<file path="config.mk">
export PLATFORM = sky130hd
export DESIGN_NAME = uart_host_regs
export DESIGN_NICKNAME = d
export VERILOG_FILES = /design/src/rtl/uart_host_pkg.sv /design/src/rtl/uart_tx_hold.sv /design/src/rtl/uart_rx_fifo.sv /design/src/rtl/uart_host_regs.sv
export SDC_FILE = /design/constraint.sdc
export NUM_CORES = 1
export LEC_CHECK = 0
export BUFFER_PORTS_ARGS = -buffer_cell sky130_fd_sc_hd__buf_2
export CELL_PAD_IN_SITES_DETAIL_PLACEMENT = 0
export CELL_PAD_IN_SITES_GLOBAL_PLACEMENT = 1
export CORE_AREA = 4 4 71 73
export CTS_BUF_LIST = sky130_fd_sc_hd__clkbuf_4 sky130_fd_sc_hd__clkbuf_8
export DETAILED_ROUTE_END_ITERATION = 7
export DIE_AREA = 0 0 75 77
export GPL_TIMING_DRIVEN = 0
export HOLD_SLACK_MARGIN = 0.15
export MAX_ROUTING_LAYER = met4
export PLACE_DENSITY_LB_ADDON = 0.1
export SETUP_SLACK_MARGIN = 0.4
export SKIP_CTS_REPAIR_TIMING = 1
export SYNTH_ARGS = -nofsm -noshare
export SYNTH_HDL_FRONTEND = slang
export SYNTH_SLANG_ARGS = --single-unit
</file>
<file path="constraint.sdc">
create_clock -name clk -period 2.3 [get_ports clk]
set_input_delay 0.115 -clock clk [delete_from_list [all_inputs] [get_ports clk]]
set_output_delay 0.115 -clock clk [all_outputs]
set_load 0.01 [all_outputs]
</file>
<file path="src/rtl/uart_host_pkg.sv">
package uart_host_pkg;

  localparam int DW = 8;

  // Status bit positions
  localparam int ST_RXC  = 7;
  localparam int ST_TXC  = 6;
  localparam int ST_UDRE = 5;
  localparam int ST_FE   = 4;
  localparam int ST_DOR  = 3;
  localparam int ST_PE   = 2;

  typedef struct packed {
    logic [DW-1:0] data;
    logic          ferr;
    logic          perr;
    logic          ovr;
  } rx_entry_t;

  // Mask of the used data bits; size code 0..3 means 5..8 bits
  function automatic logic [DW-1:0] char_mask(input logic [1:0] size_code);
    return {DW{1'b1}} >> (2'd3 - size_code);
  endfunction

  function automatic logic [DW-1:0] pack_status(input logic rxc, input logic txc,
                                                input logic udre, input logic fe,
                                                input logic dor, input logic pe);
    logic [DW-1:0] s;
    s = '0;
    s[ST_RXC]  = rxc;
    s[ST_TXC]  = txc;
    s[ST_UDRE] = udre;
    s[ST_FE]   = fe;
    s[ST_DOR]  = dor;
    s[ST_PE]   = pe;
    return s;
  endfunction

endpackage

</file>
<file path="src/rtl/uart_tx_hold.sv">
module uart_tx_hold
  import uart_host_pkg::*;
(
  input  logic          clk,
  input  logic          rst_n,
  input  logic          wr_acc,
  input  logic [DW-1:0] wdata,
  input  logic          tx_en,
  input  logic          sh_empty,
  input  logic          sh_done,
  input  logic          txc_clr,
  output logic          udre,
  output logic          txc,
  output logic [DW-1:0] tx_buf,
  output logic          load,
  output logic          txc_set
);

  assign load    = tx_en & ~udre & sh_empty;
  assign txc_set = sh_done & udre;

  always_ff @(posedge clk) begin
    if (!rst_n) begin
      udre   <= 1'b1;
      tx_buf <= '0;
    end else if (wr_acc && udre) begin
      tx_buf <= wdata;
      udre   <= 1'b0;
    end else if (load) begin
      udre   <= 1'b1;
    end
  end

  always_ff @(posedge clk) begin
    if (!rst_n)       txc <= 1'b0;
    else if (txc_set) txc <= 1'b1;
    else if (txc_clr) txc <= 1'b0;
  end

endmodule

</file>
<file path="src/rtl/uart_rx_fifo.sv">
module uart_rx_fifo
  import uart_host_pkg::*;
#(
  parameter  int DEPTH = 2,
  localparam int PTR_W = (DEPTH > 1) ? $clog2(DEPTH) : 1,
  localparam int CNT_W = $clog2(DEPTH + 1)
) (
  input  logic             clk,
  input  logic             rst_n,
  input  logic             flush,
  input  logic             push,
  input  rx_entry_t        din,
  input  logic             pop_req,
  output rx_entry_t        head,
  output logic [CNT_W-1:0] count,
  output logic             overrun
);

  function automatic logic [PTR_W-1:0] step_fwd(input logic [PTR_W-1:0] p);
    return (p == PTR_W'(DEPTH - 1)) ? '0 : p + 1'b1;
  endfunction

  function automatic logic [PTR_W-1:0] step_back(input logic [PTR_W-1:0] p);
    return (p == '0) ? PTR_W'(DEPTH - 1) : p - 1'b1;
  endfunction

  rx_entry_t        slot [DEPTH];
  logic [PTR_W-1:0] wptr, rptr, newest;
  logic             pop, accept;

  assign pop     = pop_req & (count != '0);
  assign accept  = push & ((count != CNT_W'(DEPTH)) | pop);
  assign overrun = push & ~accept;
  assign newest  = step_back(wptr);
  assign head    = slot[rptr];

  for (genvar s = 0; s < DEPTH; s++) begin : g_slot
    always_ff @(posedge clk) begin
      if (!rst_n)                                   slot[s]     <= '0;
      else if (accept && wptr == PTR_W'(s))         slot[s]     <= din;
      else if (overrun && newest == PTR_W'(s))      slot[s].ovr <= 1'b1;
    end
  end

  always_ff @(posedge clk) begin
    if (!rst_n || flush) begin
      wptr  <= '0;
      rptr  <= '0;
      count <= '0;
    end else begin
      if (accept) wptr <= step_fwd(wptr);
      if (pop)    rptr <= step_fwd(rptr);
      case ({accept, pop})
        2'b10:   count <= count + 1'b1;
        2'b01:   count <= count - 1'b1;
        default: count <= count;
      endcase
    end
  end

endmodule

</file>
<file path="src/rtl/uart_host_regs.sv">
module uart_host_regs
  import uart_host_pkg::*;
#(
  parameter int RX_DEPTH = 2
) (
  input  logic          clk,
  input  logic          rst_n,
  input  logic          bus_sel,
  input  logic          bus_wr,
  input  logic          bus_addr,
  input  logic [DW-1:0] bus_wdata,
  output logic [DW-1:0] bus_rdata,
  input  logic          tx_en,
  input  logic          rx_en,
  input  logic [1:0]    char_size,
  input  logic          txs_empty,
  input  logic          txs_done,
  output logic          txs_load,
  output logic [DW-1:0] txs_data,
  input  logic          rxs_valid,
  input  logic [DW-1:0] rxs_data,
  input  logic          rxs_ferr,
  input  logic          rxs_perr,
  input  logic          irq_txc_ack,
  output logic          irq_rxc,
  output logic          irq_txc,
  output logic          irq_udre
);

  localparam logic ADDR_DATA = 1'b0;
  localparam logic ADDR_STAT = 1'b1;
  localparam int   CNT_W     = $clog2(RX_DEPTH + 1);

  // Named internal events, also used by the checker
  logic             data_wr, data_rd, stat_wr;
  logic             udre, txc, txc_set, txc_clr;
  logic [DW-1:0]    tx_buf, mask;
  logic             rx_push, rx_flush, rx_ovr, rxc;
  logic [CNT_W-1:0] fifo_count;
  rx_entry_t        rx_head, rx_in;

  assign data_wr  = bus_sel &  bus_wr & (bus_addr == ADDR_DATA);
  assign data_rd  = bus_sel & ~bus_wr & (bus_addr == ADDR_DATA);
  assign stat_wr  = bus_sel &  bus_wr & (bus_addr == ADDR_STAT);
  assign txc_clr  = irq_txc_ack | (stat_wr & bus_wdata[ST_TXC]);
  assign mask     = char_mask(char_size);

  assign rx_push  = rxs_valid & rx_en;
  assign rx_flush = ~rx_en;
  assign rx_in    = '{data: rxs_data & mask, ferr: rxs_ferr, perr: rxs_perr, ovr: 1'b0};
  assign rxc      = (fifo_count != '0);

  uart_tx_hold i_tx_hold (
    .clk      (clk),
    .rst_n    (rst_n),
    .wr_acc   (data_wr),
    .wdata    (bus_wdata & mask),
    .tx_en    (tx_en),
    .sh_empty (txs_empty),
    .sh_done  (txs_done),
    .txc_clr  (txc_clr),
    .udre     (udre),
    .txc      (txc),
    .tx_buf   (tx_buf),
    .load     (txs_load),
    .txc_set  (txc_set)
  );

  uart_rx_fifo #(.DEPTH(RX_DEPTH)) i_rx_fifo (
    .clk     (clk),
    .rst_n   (rst_n),
    .flush   (rx_flush),
    .push    (rx_push),
    .din     (rx_in),
    .pop_req (data_rd),
    .head    (rx_head),
    .count   (fifo_count),
    .overrun (rx_ovr)
  );

  assign txs_data = tx_buf;

  always_comb begin
    if (bus_addr == ADDR_DATA)
      bus_rdata = rxc ? rx_head.data : '0;
    else
      bus_rdata = pack_status(rxc, txc, udre, rxc & rx_head.ferr,
                              rxc & rx_head.ovr, rxc & rx_head.perr);
  end

  assign irq_rxc  = rxc;
  assign irq_txc  = txc;
  assign irq_udre = udre;

endmodule

</file>
==> out/results.ini <==
[pwr]
internal-power_w=0.001018
p_per_area_nw_per_um2=575.3
comb_power_share_pct=11.5
p_leak_nw=0.9670
power_switching_w=0.0003240
power_w=0.001342
ir_drop_uv=316.0
switching_share_pct=24.15
p_clk_share_pct=33.2
power.share.sequential_pct=55.3

[clocking]
cts_tree=built
cts.path.max_buffers=2
clk_pin_slew_worst_paths_ps=80
cts.sinks=37
root_buffer=clkbuf_8
worstSkewPairLatency_ps=290
htree_levels=2
cts_made_buffers=5

[detailed_routing]
wl_met2_um=1970
route.detailed.drc=0
wl_per_cell_um=14.32
drtIter0Drc=76
vias=1429
top_layer_used=met4
wl_met1_um=1824
ant_nets=0
drt_first_pass_iters=4
wl_met3_um=221
routed_wl_um=4066
routed_via_density=5.032

[floorplanning]
die_w_um=75
num_io_pins=51
rows=24
die_area_um2=5775
core_um2=4354
die_h_um=77
start_util_pct=39.83

[synthesis]
yosys_warnings=0
synth-simple-area-share_pct=22.44
synth_fa_ha_area_share_pct=0.7215
synthDistinctLibCells=38
async_flop_share_pct=0
synth_seq_cells=37
synthFlopType=edfxtp_1
muxShareOfSynthArea_pct=6.205
synth-compound-area-share_pct=12.70
synthCells=155
synth_xor_area_share_pct=1.010
ys_seq_area_share_pct=55.41
synth.avg_cell_area_um2=11.19
synth_area_um2=1734
synth_edf_count=22
synth_top_family_by_area=simple AND/OR/NAND/NOR gates
syn-num-nets=187

[timing]
finClkSkew_ps=3.833
drv_slew=0
period_minus_slack_ps=1812
worstMarginPinSlew_ps=579.5
fin_hold_ws_ps=121.7
grt_setup_unrepaired=no
fmax_mhz=552.0
maxSlewHeadroom_pct=61.36
timing.final.hold_violations=0
finalSetupViolations=0
min_period_over_period_pct=78.77

[setup_path]
path_cells=buf_2 > mux4_2 > nor2b_1 > buf_2
start_kind=flop
cp_common_cell=buf_2
worst_ep_arrival_time_ps=1700
cp-endpoint=bus_rdata[2]
path_max_fanout=9
r2r_end=i_rx_fifo.count[1]$_SDFFE_PP0P_
reg2regPathDepth=5
crit_path_end_kind=primary output
cp.required_ps=2180
r2r-start=i_rx_fifo.count[0]$_SDFFE_PP0P_
regToRegSetupSlack_ps=500
path_class=reg2out
cp_slowest_stage_delay_ps=530
cp_slowest_cell=mux4_2

[placement]
gp_congestion=0.8001
hpwl_um=2906
port_buffers=50

[grt]
antenna_found_initial=0
grt_pass1_vias=1371
grt_pass1_wl_um=6520
gr-total-overflow=0
grt_max_degree=13
track_usage_pct=15.34

[finish]
final_layout_size_suffix_gt1_share_pct=30.60
fin_nets=263
syn_to_final_growth_pct=34.49
n_antenna_cell=0

[flow_run]
max_cap_violations=0

[status]
status=finished, final reports clean

[worst_hold_path]
min_path_type=in2reg

## stage by stage
| stage | cell area [um2] | utilization, % | setup TNS, ps | setup slack, ps | cells |
|---|---|---|---|---|---|
| floorplan | 1734 | - | 0 | 477.7 | 155 |
| global placement | 2049 | 47.07 | -2459 | -246.2 | 257 |
| detailed placement | 2057 | 47.24 | 0 | 142.4 | 258 |
| CTS | 2143 | 49.22 | 0 | 131.5 | 266 |
| global route | 2332 | 53.56 | 0 | 406.0 | 284 |
| finish | 2332 | 53.56 | 0 | 488.3 | 284 |
## how the worst min path moves through the flow
stage	cells after the start	from	endpoint	slack, ps
after floorplan	2	bus_wdata[0]	i_tx_hold.tx_buf[0]$_SDFFE_PN0P_	260
after global placement	3	bus_wdata[3]	i_tx_hold.tx_buf[3]$_SDFFE_PN0P_	370
after detailed placement	3	txs_done	i_tx_hold.txc$_SDFFE_PN0P_	370
after CTS	3	txs_done	i_tx_hold.txc$_SDFFE_PN0P_	60
after global routing	3	char_size[0]	i_tx_hold.tx_buf[7]$_SDFFE_PN0P_	160
final	3	tx_en	i_tx_hold.udre$_SDFFE_PN1P_	120
## cell type report
class / instances / area (um2)
fill: 388 / 2022
tap: 52 / 65.06
multi-input combinational: 112 / 754.5
timing repair buffer: 69 / 437.9
inverter: 2 / 7.507
buffer: 4 / 18.77
clock buffer: 5 / 68.82
clock inverter: 3 / 17.52
sequential: 37 / 962.2
## cells in the final DEF, fill, tap and decap left out, types with 5 or more instances in the layout
master and count:
dlygate4sd3_1 18, clkbuf_8 5, a21boi_0 8, nor2b_1 5, nor2_1 10, o21ai_0 7
edfxtp_1 22, and2_1 14, dfxtp_1 14, buf_2 53, nand2_1 19
## power by group through the flow
stage,Clock [W],Sequential (W),Combinational [W]
floorplan,0,0.000756,0.0000644
global placement,0,0.000755,0.000128
detailed placement,0,0.000757,0.000132
CTS,0.000461,0.000742,0.000133
global route,0.000497,0.000745,0.000174
finish,0.000445,0.000742,0.000155
## synthesized netlist by cell type (all sizes together) (3+ instances only)
master	number	area share, %
o21ai	9	2.6
mux4	3	3.9
dfxtp	15	17
mux2i	4	2.3
a21oi	6	3.0
edfxtp	22	38
a21boi	8	3.5
nand4	3	1.1
nor2	10	2.2
buf	3	0.87
and2	14	5.1
nor2b	5	1.8
and3	3	1.1
nand2	19	4.1
## flip-flops by register name, indices dropped and copies added, names as in the netlist, named ones only
name              flops
i_rx_fifo.slot       22
i_tx_hold.txc         1
i_tx_hold.udre        1
i_tx_hold.tx_buf      8
i_rx_fifo.count       2
i_rx_fifo.rptr        1
i_rx_fifo.wptr        1
## layer usage
layer	up-vias	GRT usage, %
met4	0	5.160
met2	46	23.69
met1	658	19.12
li1	719	-
met5	-	-
met3	6	4.314
## logic make-up after synthesis
family	count (synthesis)
DFF	37
adders and majority gates	1
AOI/OAI and AO/OA	31
xor gates and xnor gates	2
buffers and inverters	6
and+or+nand+nor	71
muxes	7
## critical path, delay by kind of cell, from the launching register on
family / cells / cell delay, ps
flops: 1 / 310
simple gates: 1 / 140
buf+inv: 2 / 430
mux: 1 / 530
(Power assumes the default switching activity.)
